$ cat config.mk
export PLATFORM = sky130hd
export DESIGN_NAME = lcd_row_scan
export DESIGN_NICKNAME = d
export VERILOG_FILES = /design/src/rtl/lcd_scan_pkg.sv /design/src/rtl/lcd_row_counter.sv /design/src/rtl/lcd_role_map.sv /design/src/rtl/lcd_select_decode.sv /design/src/rtl/lcd_row_scan.sv
export SDC_FILE = /design/constraint.sdc
export NUM_CORES = 1
export LEC_CHECK = 0
export CORE_ASPECT_RATIO = 0.75
export CORE_MARGIN = 2
export CORE_UTILIZATION = 42
export DETAILED_ROUTE_END_ITERATION = 10
export PLACE_DENSITY_LB_ADDON = 0.12
export SLEW_MARGIN = 30
export SYNTH_ARGS = -nofsm -noshare
export SYNTH_HDL_FRONTEND = slang
export SYNTH_SLANG_ARGS = --single-unit
$ cat constraint.sdc
create_clock -name clk -period 3.2 [get_ports clk]
set_clock_uncertainty 0.2 [all_clocks]
set_input_delay 0.32 -clock clk [delete_from_list [all_inputs] [get_ports clk]]
set_output_delay 0.32 -clock clk [all_outputs]
set_load 0.01 [all_outputs]
$ cat src/rtl/lcd_scan_pkg.sv
package lcd_scan_pkg;
  localparam int RATE_W     = 2;
  localparam int SCAN_GRPS  = 1 << RATE_W;   // groups that can carry rows
  localparam int TOTAL_GRPS = SCAN_GRPS + 1; // plus the fixed column group

  typedef enum logic [RATE_W-1:0] {
    MUX_8  = 2'd0,
    MUX_16 = 2'd1,
    MUX_24 = 2'd2,
    MUX_32 = 2'd3
  } mux_rate_e;
endpackage

$ cat src/rtl/lcd_row_counter.sv
module lcd_row_counter
  import lcd_scan_pkg::*;
#(
  parameter int GRP   = 8,
  parameter int IDX_W = 5
) (
  input  logic              clk,
  input  logic              rst_n,
  input  logic              step_en,
  input  logic [RATE_W-1:0] mux_rate,
  input  logic              row_mode,
  output logic [IDX_W-1:0]  idx_q,
  output logic [IDX_W-1:0]  idx_d,
  output logic              frame_q
);
  logic [RATE_W:0]  cfg_q;
  logic [RATE_W:0]  cfg_now;
  logic             cfg_chg;
  logic [IDX_W-1:0] last_idx;
  logic             frame_d;

  assign cfg_now  = {mux_rate, row_mode};
  assign cfg_chg  = (cfg_now != cfg_q);
  assign last_idx = IDX_W'(GRP * (int'(mux_rate) + 1) - 1);

  always_comb begin
    idx_d   = idx_q;
    frame_d = 1'b0;
    if (cfg_chg) begin
      idx_d = '0;
    end else if (step_en) begin
      if (idx_q == last_idx) begin
        idx_d   = '0;
        frame_d = 1'b1;
      end else begin
        idx_d = idx_q + 1'b1;
      end
    end
  end

  always_ff @(posedge clk or negedge rst_n) begin
    if (!rst_n) begin
      idx_q   <= '0;
      frame_q <= 1'b0;
      cfg_q   <= '0;
    end else begin
      idx_q   <= idx_d;
      frame_q <= frame_d;
      cfg_q   <= cfg_now;
    end
  end
endmodule

$ cat src/rtl/lcd_role_map.sv
module lcd_role_map
  import lcd_scan_pkg::*;
#(
  parameter int GRP = 8,
  localparam int N_OUT = TOTAL_GRPS * GRP
) (
  input  logic [RATE_W-1:0] mux_rate,
  input  logic              row_mode,
  output logic [N_OUT-1:0]  is_row,
  output logic [N_OUT-1:0]  is_col
);
  for (genvar g = 0; g < TOTAL_GRPS; g++) begin : g_grp
    if (g == 0) begin : g_fixed_row
      assign is_row[g*GRP +: GRP] = {GRP{1'b1}};
      assign is_col[g*GRP +: GRP] = {GRP{1'b0}};
    end else if (g == TOTAL_GRPS - 1) begin : g_fixed_col
      assign is_row[g*GRP +: GRP] = {GRP{1'b0}};
      assign is_col[g*GRP +: GRP] = {GRP{!row_mode}};
    end else begin : g_prog
      logic needed;
      assign needed = row_mode || (int'(mux_rate) >= g);
      assign is_row[g*GRP +: GRP] = {GRP{needed}};
      assign is_col[g*GRP +: GRP] = {GRP{!needed}};
    end
  end
endmodule

$ cat src/rtl/lcd_select_decode.sv
module lcd_select_decode
  import lcd_scan_pkg::*;
#(
  parameter int GRP   = 8,
  parameter int IDX_W = 5,
  localparam int N_OUT  = TOTAL_GRPS * GRP,
  localparam int N_SCAN = SCAN_GRPS * GRP
) (
  input  logic [IDX_W-1:0]  idx,
  input  logic [RATE_W-1:0] mux_rate,
  input  logic [N_OUT-1:0]  is_row,
  output logic [N_OUT-1:0]  sel
);
  always_comb begin
    sel = '0;
    for (int k = 0; k < N_SCAN; k++) begin
      logic hit;
      case (mux_rate_e'(mux_rate))
        MUX_8:   hit = (IDX_W'(k % GRP) == idx);
        MUX_16:  hit = (IDX_W'(k % (2 * GRP)) == idx);
        default: hit = (IDX_W'(k) == idx);
      endcase
      sel[k] = hit && is_row[k];
    end
  end
endmodule

$ cat src/rtl/lcd_row_scan.sv
module lcd_row_scan
  import lcd_scan_pkg::*;
#(
  parameter int GRP = 8,
  localparam int N_OUT = TOTAL_GRPS * GRP,
  localparam int IDX_W = $clog2(SCAN_GRPS * GRP)
) (
  input  logic              clk,
  input  logic              rst_n,
  input  logic              step_en,
  input  logic [RATE_W-1:0] mux_rate,
  input  logic              row_mode,
  output logic [N_OUT-1:0]  row_sel,
  output logic [N_OUT-1:0]  is_row,
  output logic [N_OUT-1:0]  is_col,
  output logic [IDX_W-1:0]  row_idx,
  output logic              frame_start
);
  logic [IDX_W-1:0] idx_d;
  logic [N_OUT-1:0] sel_d;

  lcd_row_counter #(.GRP(GRP), .IDX_W(IDX_W)) u_cnt (
    .clk      (clk),
    .rst_n    (rst_n),
    .step_en  (step_en),
    .mux_rate (mux_rate),
    .row_mode (row_mode),
    .idx_q    (row_idx),
    .idx_d    (idx_d),
    .frame_q  (frame_start)
  );

  lcd_role_map #(.GRP(GRP)) u_roles (
    .mux_rate (mux_rate),
    .row_mode (row_mode),
    .is_row   (is_row),
    .is_col   (is_col)
  );

  lcd_select_decode #(.GRP(GRP), .IDX_W(IDX_W)) u_dec (
    .idx      (idx_d),
    .mux_rate (mux_rate),
    .is_row   (is_row),
    .sel      (sel_d)
  );

  always_ff @(posedge clk or negedge rst_n) begin
    if (!rst_n) row_sel <= '0;
    else        row_sel <= sel_d;
  end
endmodule

==> Yosys cells after proc, flatten, opt, wreduce, memory -nomap -nowiden <==
Index checks and enable logic that the tools add are counted.
{ "op_classes": {"n_addsub": 3, "multipliers": 0, "div_mod_pow": 0, "n_lt_le_gt_ge": 3, "n_eq_ne": 34, "shifts": 0, "n_mux": 30, "bitwise_logic": 0, "n_reduce_logical": 34} }
{ "op_table": {"columns": ["operator", "count"], "rows": [
  ["5-bit equality test, first input constant", 16],
  ["4-bit by 5-bit equality test with 1-bit output, first input constant", 8],
  ["1-bit logical AND", 24],
  ["3-bit by 5-bit equality test with 1-bit output, first input constant", 4],
  ["1-bit two-way mux", 19],
  ["1-bit one-hot mux with 2 select lines", 8],
  ["5-bit two-way mux", 3],
  ["2-bit by 5-bit equality test with 1-bit output, first input constant", 2],
  ["5-bit by 1-bit adder with 5-bit output, second input constant", 1],
  ["1-bit by 5-bit equality test with 1-bit output, first input constant", 1],
  ["5-bit equality test", 1],
  ["5-bit logical NOT", 1],
  ["5-bit by 2-bit subtractor with 5-bit output, second input constant", 1],
  ["2-bit greater-or-equal comparator, second input constant", 2],
  ["1-bit logical NOT", 4],
  ["1-bit logical OR", 3],
  ["3-bit inequality test", 1],
  ["2-bit by 1-bit adder with 2-bit output, second input constant", 1],
  ["2-bit by 1-bit equality test with 1-bit output, second input constant", 1],
  ["2-bit by 1-bit greater-or-equal comparator with 1-bit output, second input constant", 1],
  ["2-bit logical NOT", 1],
  ["2-bit OR reduction", 1]
]} }
{ "totals": {"register_bits": 41, "latchBits": 0, "mem_bits_rw": 0, "mem_bits_ro": 0, "inputBits": 6, "out_inout_bits": 126, "wordCells": 108, "n_memories": 0} }

==> Depth between registers and ports, before layout <==
{ "depth": {"word_depth": 9, "depth_mapped": 10, "ltp_nobuf": 10} }

==> Modules after synthesis <==
Synthesis repeated with hierarchy kept, for this count alone.
{ "hier_totals": {"hier_cells": 228, "area_unflattened_um2": 2507.4} }
{ "modules_own_cells": {"columns": ["module", "n_inst", "cells_per_inst", "area_each_um2", "seq_area_each_um2"], "rows": [
  ["lcd_row_scan", 1, 40, 1001.0, 1001.0],
  ["lcd_role_map", 1, 85, 616.8, 0.0],
  ["lcd_select_decode", 1, 69, 469.2, 0.0],
  ["lcd_row_counter", 1, 34, 420.4, 225.2]
]} }

==> Worst setup path after synthesis <==
OpenSTA, ideal clock, no wires.
{ "synth_timing": {"path_kind": "input-to-reg", "startpoint": "input port mux_rate[0]", "endpoint": "register row_sel[27]", "setup_ps": 96, "arrival_time_ps": 1915, "required_time_ps": 2904, "slack_ps": 989, "stages": 9, "n_path_buf": 1, "cell_sequence": "inv_1 > ha_1 > xnor2_1 > mux2i_1 > nand2b_4 > and3_4 > nand2b_1 > buf_2 > nor4_2"} }
{ "synth_between": {"elab_chain_cells": 9, "elab_cells_between_ends": 16, "cone_classes": "add/sub (2); order compare (1); eq/ne (6); mux (4); reduce/logical (3)"} }
{ "synth_lines": {"columns": ["element", "line", "rtl"], "rows": [
  ["from (decl)", "lcd_row_scan.sv:11", "input logic [RATE_W-1:0] mux_rate,"],
  ["2-bit by 1-bit adder with 2-bit output", "lcd_row_counter.sv:24", "assign last_idx = IDX_W'(GRP * (int'(mux_rate) + 1) - 1);"],
  ["5-bit by 2-bit subtractor with 5-bit output", "lcd_row_counter.sv:24", null],
  ["5-bit equality test", "lcd_row_counter.sv:32", "if (idx_q == last_idx) begin"],
  ["5-bit two-way mux", "lcd_row_counter.sv:32", null],
  ["5-bit two-way mux", "lcd_row_counter.sv:31", "end else if (step_en) begin"],
  ["5-bit two-way mux *", "lcd_row_counter.sv:29", "if (cfg_chg) begin"],
  ["named net idx_d[0]", "lcd_row_scan.sv:19", "logic [IDX_W-1:0] idx_d;"],
  ["5-bit equality test, or another cell as far along", "lcd_select_decode.sv:21", "default: hit = (IDX_W'(k) == idx);"],
  ["1-bit one-hot mux with 2 select lines *", "lcd_select_decode.sv:18", "case (mux_rate_e'(mux_rate))"],
  ["1-bit logical AND *", "lcd_select_decode.sv:23", "sel[k] = hit && is_row[k];"],
  ["named net sel_d[27]", "lcd_row_scan.sv:20", "logic [N_OUT-1:0] sel_d;"],
  ["to (signal assigned)", "lcd_row_scan.sv:49", "else row_sel <= sel_d;"],
  ["to (decl)", "lcd_row_scan.sv:13", "output logic [N_OUT-1:0] row_sel,"]
]} }
Mark *: on every way through the listed nets, which the timed path passes. The rest lies on a longest branch.

==> Worst setup path after layout <==
{ "layout_timing": {"startpoint": "input port mux_rate[1]", "endpoint": "output port is_col[23]"} }
{ "layout_between": {"elab_chain_cells": 3} }
{ "layout_lines": {"columns": ["element", "line", "rtl"], "rows": [
  ["2-bit greater-or-equal comparator", "lcd_role_map.sv:21", "assign needed = row_mode || (int'(mux_rate) >= g);"],
  ["1-bit logical OR", "lcd_role_map.sv:21", null],
  ["1-bit logical NOT", "lcd_role_map.sv:23", "assign is_col[g*GRP +: GRP] = {GRP{!needed}};"],
  ["to (decl)", "lcd_row_scan.sv:15", "output logic [N_OUT-1:0] is_col,"]
]} }
Every way passes these cells.

==> metrics.yaml <==
cts_sinks: 41
critical_path.startpoint_type: "input port"
vias: 1593
drive_gt1_share_pct: 9.18
final_hold_viol_count: 0
synth.yosys.warnings: 0
grt_max_degree: 42
crit_type: "in2out"
path_max_fanout: 8
finalSetupViolCount: 0
antenna_cells: 0
crit_path_cell_trace: "clkdlybuf4s50_1 -> buf_4 -> ha_1 -> or3_1 -> inv_1 -> clkdlybuf4s50_1"
maxCapViolCount: 0
dpl_cell_area_um2: 2960
grt_usage_pct: 15.8
async_flop_share_pct: 100
ctsHoldBuffers: 1
drcViolationCount: 0
grt_pass1_vias: 1571
cpMostUsedCell: "clkdlybuf4s50_1"
vias_per_cell: 4.32
io_pins: 132
p_per_area_nw_per_um2: 376
antenna_found_initial: 0
post_cts.repair.setup_buffers: 0
max_freq_mhz: 373
clk_pin_slew_ns: 0.07
grt_setup_unrepaired: "false"
ys_seq_area_share_pct: 42.9
fillers: 506
startpoint: "mux_rate[1]"
crit_buf_inv: 4
syn_inst: 239
cp.required_ns: 2.68
initial_core_util_pct: 44.2
multi_input_area_um2: 774
io_buffers: 99
design_area_um2: 3090
path_delay_family: "buffers and inverters"
ctsResizeCount: 0
worstSkewPairLatency_ns: 0.29
synth_edf_count: 0
synth_cell_type_count: 44
cp_slowest_cell: "clkdlybuf4s50_1"
peakVddDrop_uv: 181
regArea_um2: 1030
max_stage_delay_ns: 0.58
ant_nets: 0
total_power_mw: 1.16
core_um2: 5410
first_pass_iters: 4
r2r-start: "u_cnt.idx_q[0]$_DFF_PN0_"
cts-root-buf: "clkbuf_8"
routed_wl_um: 4900
nets: 305
grt-ovfl-total: 0
place_congestion: 0.854
drtIter0Drc: 78
layout_min_cycle_time_ns: 2.68
end_kind: "output pin"
ys_seq_elements: 41
final.period_utilization_pct: 83.8
hold_ws_ns: 0.335
die_h_um: 69.3
setup_tns_ns: 0
dieArea_um2: 6320
outcome: "complete, no violations"
drv_slew: 0
cts_buffers: 5
grt_pass1_wl_um: 7760
synth_area_um2: 2390
num_rows: 23
wl_per_cell_um: 13.3
postSynthAreaPerCell_um2: 10.0
dpl.hpwl_um: 3600
area_delta_synth_final_pct: 29.2
h-tree-depth: 2
die_x_um: 91.1
cts_tree: "done"
ys.flop_type: "dfrtp_1"
clockBufferDepth: 2
leakage_nw: 1.41
hold_path.class: "in2async"
arrival_ns: 2.16
==> synth_stat cells (3+ instances only) <==
master	count	area [um^2]
buf_4	84	631
dfrtp_1	41	1030
nor2_1	32	120
nand2_1	9	33.8
inv_1	8	30.0
ha_1	6	75.1
xnor2_1	6	52.6
nand3_1	4	20.0
nor3_1	4	20.0
buf_2	3	15.0
nor4_1	3	18.8
==> path summary, 6_finish.rpt <==
| kind | to | slack (ns) | cells past startpoint |
|---|---|---|---|
| worst max-delay path | is_col[23] | 0.52 | 6 |
| worst min-delay path | u_cnt.frame_q$_DFF_PN0_ | 0.34 | 2 |
| worst max register to register | row_sel[20]$_DFF_PN0_ | 0.85 | 9 |
| worst min register to register | u_cnt.frame_q$_DFF_PN0_ | 0.45 | 3 |
| max in group asynchronous | u_cnt.cfg_q[0]$_DFF_PN0_ | 2.12 | 2 |
| min in group clk | u_cnt.cfg_q[0]$_DFF_PN0_ | 0.41 | 1 |
==> state kept, by name, summed over array words and instances, names as in the netlist <==
signal	count
u_cnt.cfg_q	3
u_cnt.idx_q	5
row_sel	32
u_cnt.frame_q	1
==> placed cells by master, fill, tap and decap left out, drive strengths merged, types with 6 or more instances in the layout <==
cell type	instances
dfrtp	41
buf	7
clkbuf	7
xnor2	7
ha	6
conb	32
inv	9
clkdlybuf4s50	98
nor2	32
nand2	9
==> layer usage <==
layer / up-vias / GRT usage [%] / wire length (um)
met5: - / 0 / 0
li1: 753 / - / -
met1: 756 / 22.3 / 2330
met2: 79 / 23.6 / 2140
met4: 0 / 5.05 / 46
met3: 5 / 4.35 / 376
==> final cells by class <==
class	instances	share of cell area (%)
clock buffer	7	2.80
clock inverter	1	0.972
inverter	9	1.09
multi-input combinational	130	25.1
sequential	41	33.2
tap	75	3.04
timing repair buffer	106	33.8
==> cell families after synthesis <==
logic type                 count (synthesis)  synth area share (%)
AOI/OAI and AO/OA                         11                  4.35
xor gates and xnor gates                   9                  3.61
adders and majority gates                  6                  3.14
buffers and inverters                     98                  29.4
DFF                                       41                  42.9
muxes                                      2                 0.838
other                                      2                 0.314
and+or+nand+nor                           70                  15.4
==> per-stage QoR <==
stage                     setup slack (ns)  utilization (%)  instances
final                                0.520             57.1        369
after global routing                 0.352             57.1        369
after global placement               0.234             54.7        360
after detailed placement             0.311             54.7        360
after floorplan                      0.989                -        269
after CTS                            0.498             57.0        369
==> power breakdown <==
part / switching (mW) / internal (mW) / total [mW]
Clock: 0.172 / 0.254 / 0.426
Sequential: 0.00366 / 0.526 / 0.529
Combinational: 0.108 / 0.0988 / 0.206
Total: 0.283 / 0.879 / 1.16
Power figures use the tool's default switching activity.
